===== src/rtl/utx_pkg.sv =====
package utx_pkg;

    typedef enum logic [1:0] {
        UTX_IDLE  = 2'd0,
        UTX_ARMED = 2'd1,
        UTX_RUN   = 2'd2
    } utx_state_e;

endpackage


===== src/rtl/utx_ts_gate.sv =====
module utx_ts_gate #(
    parameter int CNT_W = 64
) (
    input  logic             clk,
    input  logic             rst_n,
    input  logic             load,
    input  logic [CNT_W-1:0] ts_in,
    input  logic [CNT_W-1:0] count,
    output logic             reached
);
    logic [CNT_W-1:0] ts_q;

    always_ff @(posedge clk or negedge rst_n) begin
        if (!rst_n) begin
            ts_q <= '0;
        end else if (load) begin
            ts_q <= ts_in;
        end
    end

    // unsigned compare: a start time already passed releases at once
    assign reached = (count >= ts_q);

    assert_ts_held_R8: assert property (@(posedge clk) disable iff (!rst_n)
        !load |=> $stable(ts_q));
endmodule


===== src/rtl/utx_slot_pacer.sv =====
module utx_slot_pacer (
    input  logic clk,
    input  logic rst_n,
    input  logic run,
    output logic slot
);
    logic phase_q;

    always_ff @(posedge clk or negedge rst_n) begin
        if (!rst_n) begin
            phase_q <= 1'b0;
        end else if (!run) begin
            phase_q <= 1'b0;
        end else begin
            phase_q <= ~phase_q;
        end
    end

    assign slot = run & ~phase_q;

    assert_slot_alternates_R5: assert property (@(posedge clk) disable iff (!rst_n)
        slot |=> !slot);
endmodule


===== src/rtl/utx_word_split.sv =====
module utx_word_split #(
    parameter int WORD_W   = 32,
    parameter int FIELD_W  = 16,
    parameter int SAMPLE_W = 12
) (
    input  logic [WORD_W-1:0]   word,
    output logic [SAMPLE_W-1:0] re,
    output logic [SAMPLE_W-1:0] im
);
    localparam int LANES = WORD_W / FIELD_W;

    logic [SAMPLE_W-1:0] lane [LANES];

    for (genvar g = 0; g < LANES; g++) begin : g_lane
        assign lane[g] = word[g*FIELD_W +: SAMPLE_W];
    end

    assign re = lane[0];
    assign im = lane[1];

    initial begin
        assert_lane_fit_R4: assert (LANES >= 2 && SAMPLE_W <= FIELD_W);
    end
endmodule


===== src/rtl/utx_unpacker.sv =====
module utx_unpacker #(
    parameter int CNT_W    = 64,
    parameter int WORD_W   = 32,
    parameter int FIELD_W  = 16,
    parameter int SAMPLE_W = 12
) (
    input  logic                clk,
    input  logic                rst_n,
    input  logic [WORD_W-1:0]   fifo_rdata,
    input  logic                fifo_empty,
    output logic                fifo_rd,
    input  logic [CNT_W-1:0]    start_ts,
    input  logic                start_ts_valid,
    input  logic [CNT_W-1:0]    sample_count,
    input  logic                burst_end,
    output logic [SAMPLE_W-1:0] tx_i,
    output logic [SAMPLE_W-1:0] tx_q,
    output logic                tx_valid,
    output logic                underrun
);
    import utx_pkg::*;

    utx_state_e state_q, state_d;

    logic ts_load;
    logic reached;
    logic run;
    logic slot;
    logic gap;
    logic [SAMPLE_W-1:0] split_re, split_im;

    assign ts_load = (state_q == UTX_IDLE) && start_ts_valid;
    assign run     = (state_q == UTX_RUN);

    utx_ts_gate #(.CNT_W(CNT_W)) u_gate (
        .clk     (clk),
        .rst_n   (rst_n),
        .load    (ts_load),
        .ts_in   (start_ts),
        .count   (sample_count),
        .reached (reached)
    );

    utx_slot_pacer u_pacer (
        .clk   (clk),
        .rst_n (rst_n),
        .run   (run),
        .slot  (slot)
    );

    utx_word_split #(
        .WORD_W   (WORD_W),
        .FIELD_W  (FIELD_W),
        .SAMPLE_W (SAMPLE_W)
    ) u_split (
        .word (fifo_rdata),
        .re   (split_re),
        .im   (split_im)
    );

    // next state
    always_comb begin
        state_d = state_q;
        unique case (state_q)
            UTX_IDLE: begin
                if (start_ts_valid) state_d = UTX_ARMED;      // arm
            end
            UTX_ARMED: begin
                if (burst_end)    state_d = UTX_IDLE;         // cancel
                else if (reached) state_d = UTX_RUN;          // launch
            end
            UTX_RUN: begin
                if (burst_end) state_d = UTX_IDLE;            // finish
            end
            default: state_d = UTX_IDLE;
        endcase
    end

    always_ff @(posedge clk or negedge rst_n) begin
        if (!rst_n) begin
            state_q <= UTX_IDLE;
        end else begin
            state_q <= state_d;
        end
    end

    // end-of-burst outranks both read and underrun in a slot
    assign fifo_rd = slot && !fifo_empty && !burst_end;
    assign gap     = slot &&  fifo_empty && !burst_end;

    always_ff @(posedge clk or negedge rst_n) begin
        if (!rst_n) begin
            tx_i     <= '0;
            tx_q     <= '0;
            tx_valid <= 1'b0;
            underrun <= 1'b0;
        end else begin
            tx_valid <= fifo_rd || gap;
            if (fifo_rd) begin
                tx_i <= split_re;
                tx_q <= split_im;
            end else if (gap) begin
                tx_i <= '0;
                tx_q <= '0;
            end
            if (ts_load) begin
                underrun <= 1'b0;
            end else if (gap) begin
                underrun <= 1'b1;
            end
        end
    end

    assert_no_pop_empty_R6: assert property (@(posedge clk) disable iff (!rst_n)
        fifo_rd |-> !fifo_empty);
    assert_valid_after_pop_R5: assert property (@(posedge clk) disable iff (!rst_n)
        fifo_rd |=> tx_valid);
    assert_valid_spacing_R5: assert property (@(posedge clk) disable iff (!rst_n)
        tx_valid |=> !tx_valid);
    assert_underrun_zero_R6: assert property (@(posedge clk) disable iff (!rst_n)
        $rose(underrun) |-> (tx_valid && tx_i == '0 && tx_q == '0));
    assert_end_stops_R7: assert property (@(posedge clk) disable iff (!rst_n)
        burst_end |=> !fifo_rd);
    assert_wait_no_pop_R2: assert property (@(posedge clk) disable iff (!rst_n)
        (state_q != UTX_RUN) |-> !fifo_rd);
endmodule


===== config.mk =====
export PLATFORM = sky130hd
export DESIGN_NAME = utx_unpacker
export DESIGN_NICKNAME = d
export VERILOG_FILES = /design/src/rtl/utx_pkg.sv /design/src/rtl/utx_ts_gate.sv /design/src/rtl/utx_slot_pacer.sv /design/src/rtl/utx_word_split.sv /design/src/rtl/utx_unpacker.sv
export SDC_FILE = /design/constraint.sdc
export NUM_CORES = 1
export LEC_CHECK = 0
export ABC_CLOCK_PERIOD_IN_PS = 1740
export BUFFER_PORTS_ARGS = -buffer_cell sky130_fd_sc_hd__buf_2
export CORE_UTILIZATION = 25
export CTS_BUF_LIST = sky130_fd_sc_hd__clkbuf_4
export DETAILED_ROUTE_END_ITERATION = 8
export HOLD_SLACK_MARGIN = 0.08
export PLACE_DENSITY_LB_ADDON = 0.08
export SYNTH_ARGS = -nofsm -noshare
export SYNTH_HDL_FRONTEND = slang
export SYNTH_SLANG_ARGS = --single-unit
export TNS_END_PERCENT = 10

===== constraint.sdc =====
create_clock -name clk -period 1.74 [get_ports clk]
set_input_delay 0.087 -clock clk [delete_from_list [all_inputs] [get_ports clk]]
set_output_delay 0.087 -clock clk [all_outputs]
set_load 0.05 [all_outputs]

==> results.cfg <==
[global_routing]
grt_pass1_wl_um = 22430
grt_pass1_vias = 4703
overflow = 0
grt_max_degree = 94
gr-usage-all-layers = 0.1401
antenna_found_initial = 1

[finish]
drive_above_1_share = 0.2811
final_area_mm2 = 0.007601
fin_cells = 1127
layout.nets = 1085
area_growth_pct = 50.86

[cts]
h-tree-depth = 3
clock_sinks = 93
cts_buffer_depth = 2
cts.reportedPaths.clkPinSlew_ps = 150
cts_root_buf = clkbuf_4
tritoncts.num_buffers = 9
cts_tree = built
insertion_delay_ps = 470

[sta]
min_period_ps = 2003
worst_pin_slew_ps = 535.7
finalWorstSetupSlack_ps = -263.3
timing.setup.tns_ps = -505.7
max-slew-margin-rel = 0.6429
rsz0062_at_grt = yes
post-route-period-util = 1.151
hold_slack_ps = 182.3
setup_viol = 3
fmaxAchievable_mhz = 499.2
drv_slew = 0
skew_ps = 26.46
hold_viol_final = 0

[placement]
place.gp.congestion = 0.7515
port_buffers = 183
dp_cells = 1018
dp_hpwl_um = 10240
dpl_cell_area_mm2 = 0.006480

[detailed_routing]
drtPass1Iterations = 4
drtAntennaViolNets = 0
dr.first_iter.drc_count = 107
drt_wl_total_um = 14100
drc_errors = 0
wl_per_cell_um = 12.51
avgViaCountPerCell = 4.172
vias = 4702

[critical_path]
path_cells = inv_1, ha_1, a21o_1, a221o_1, a221oi_2, o41ai_2, nor3_2, a2bb2oi_1
startpoint_type = flop
arrival_ps = 2390
r2r_cells = 8
critPathMaxFanout = 2
crit_type = flop to flop
endpoint_kind = flop
worstPathRequired_ps = 2120
rrSetupSlack_ps = -260
crit_slowest_cell = dfrtp_1
r2r_end = state_q[0]
endpoint = state_q[0]
rr_startpoint = u_gate.ts_q[17]
startpoint = u_gate.ts_q[17]
cpPeakStageDelay_ps = 390

[synth]
yosysUniqueCellTypes = 32
yosys_warnings = 0
ys_seq_area_frac = 0.4619
synth_seq_cells = 93
synth.avg_cell_area_um2 = 9.014
synthCells = 559
synth_area_mm2 = 0.005039
syn_nets = 788

[floorplan]
num_rows = 51
core-area_mm2 = 0.01959
dieArea_mm2 = 0.02073
ios = 192
die_h_um = 144.0
dieWidth_um = 144.0
start_util = 0.2572

[power]
ir_drop_uv = 423.8
leakage_uw = 0.003825
total_power_uw = 9871
powerDensity_mw_per_mm2 = 1299

[status]
violations = negative setup slack
status = complete, but fails checks

[min_path]
hold_path_class = input port to flop

[job]
maxCapViolCount = 0
## where the power goes
group / switching, uW / internal, uW / total (uW)
logic: 3150 / 2060 / 5210
clock network: 793 / 440 / 1230
registers: 303 / 3120 / 3430
total: 4240 / 5630 / 9870
## area by class of cell
| type | instances | area [um2] |
|---|---|---|
| Sequential cell | 93 | 2327 |
| Timing Repair Buffer | 308 | 2122 |
| Clock buffer | 10 | 75.07 |
| Inverter | 66 | 247.7 |
| Tap cell | 265 | 331.6 |
| Clock inverter | 6 | 53.80 |
| Fill cell | 2014 | 11990 |
| Antenna cell | 1 | 2.502 |
| Multi-Input combinational cell | 378 | 2441 |
## per-stage QoR
step,setup slack (ps),utilization
6_report,-263.3,0.3880
3_5_place_dp,-364.1,0.3308
4_1_cts,-327.0,0.3863
2_1_floorplan,-138.9,-
5_1_grt,-358.9,0.3880
3_3_place_gp,-255.6,0.3308
## worst max-delay path: cells and delay by family (launching register included)
| kind | cells | cell delay, ps |
|---|---|---|
| and+or+nand+nor | 1 | 150 |
| DFF | 1 | 390 |
| adders and majority gates | 1 | 230 |
| AOI/OAI and AO/OA | 5 | 1090 |
| buffers and inverters | 1 | 60 |
## cells by family after synthesis
| kind of cell | count (synthesis) | synth area share |
|---|---|---|
| buffers and inverters | 88 | 0.06630 |
| AO/OA/AOI/OAI | 144 | 0.1567 |
| AND/OR/NAND/NOR | 169 | 0.1540 |
| adder cells (fa/ha/maj) | 64 | 0.1589 |
| flip-flops | 93 | 0.4619 |
| multiplexers | 1 | 0.002235 |
## worst min-delay path by stage
stage | startpoint | slack [ps] | to | depth (start not counted)
3_5_place_dp | rst_n | 200 | u_gate.ts_q[13] | 2
3_3_place_gp | rst_n | 210 | u_gate.ts_q[11] | 2
4_1_cts | sample_count[23] | 140 | state_q[0] | 6
2_1_floorplan | rst_n | -210 | state_q[0] | 0
6_report | sample_count[23] | 180 | state_q[0] | 6
5_1_grt | sample_count[23] | 160 | state_q[0] | 6
## metal layers
metal | global-route usage | routed length, um | vias up
met5 | 0 | 0 | -
met4 | 0.05599 | 246 | 0
met3 | 0.02999 | 785 | 14
met2 | 0.2337 | 6515 | 124
met1 | 0.1752 | 6549 | 2090
li1 | - | - | 2474
## state kept, by name (all words and copies together) (netlist names)
name / count
state_q: 2
tx_i: 12
tx_q: 12
tx_valid: 1
u_gate.ts_q: 64
u_pacer.phase_q: 1
underrun: 1
## placed cells by master, fill, tap and decap left out, types with 7 or more instances in the layout
master           n
dlygate4sd3_1   92
inv_1           65
a21oi_1         25
nand4_1          8
nand2_1        105
ha_1            63
buf_4           32
buf_2          181
nand2b_1        26
o21ai_0         97
clkbuf_4        10
dfrtp_1         93
nor2_1           7
## synthesized netlist by cell type (all sizes together)
cell,count,area share
nor2b,1,0.0012
nor4,3,0.0037
a221o,1,0.0020
nand4,8,0.0099
nand2b,26,0.032
and4,4,0.0070
and3,1,0.0012
a2bb2oi,2,0.0035
a211oi,3,0.0045
o2111ai,1,0.0017
a221oi,4,0.0082
buf,3,0.0030
or3,2,0.0025
o41ai,1,0.0017
dfrtp,93,0.46
a21o,3,0.0045
o21ai,99,0.098
a21oi,25,0.025
o21a,2,0.0030
o211ai,3,0.0045
mux2,1,0.0022
ha,64,0.16
nor3b,1,0.0015
nor2,8,0.0060
nand2,105,0.078
and2,2,0.0025
inv,66,0.049
nor3,4,0.0040
nand3,4,0.0040
clkbuf,19,0.014
## timing repair
item | CTS | global route
endpoints found under the setup margin | 3 | 3
hold buffers | 92 | 0
resized for setup | 9 | 8
setup buffers | 0 | 0
pin swaps | 6 | 0
hold endpoints to repair | 185 | 0
Note: power is estimated with default switching activity, not from simulation.
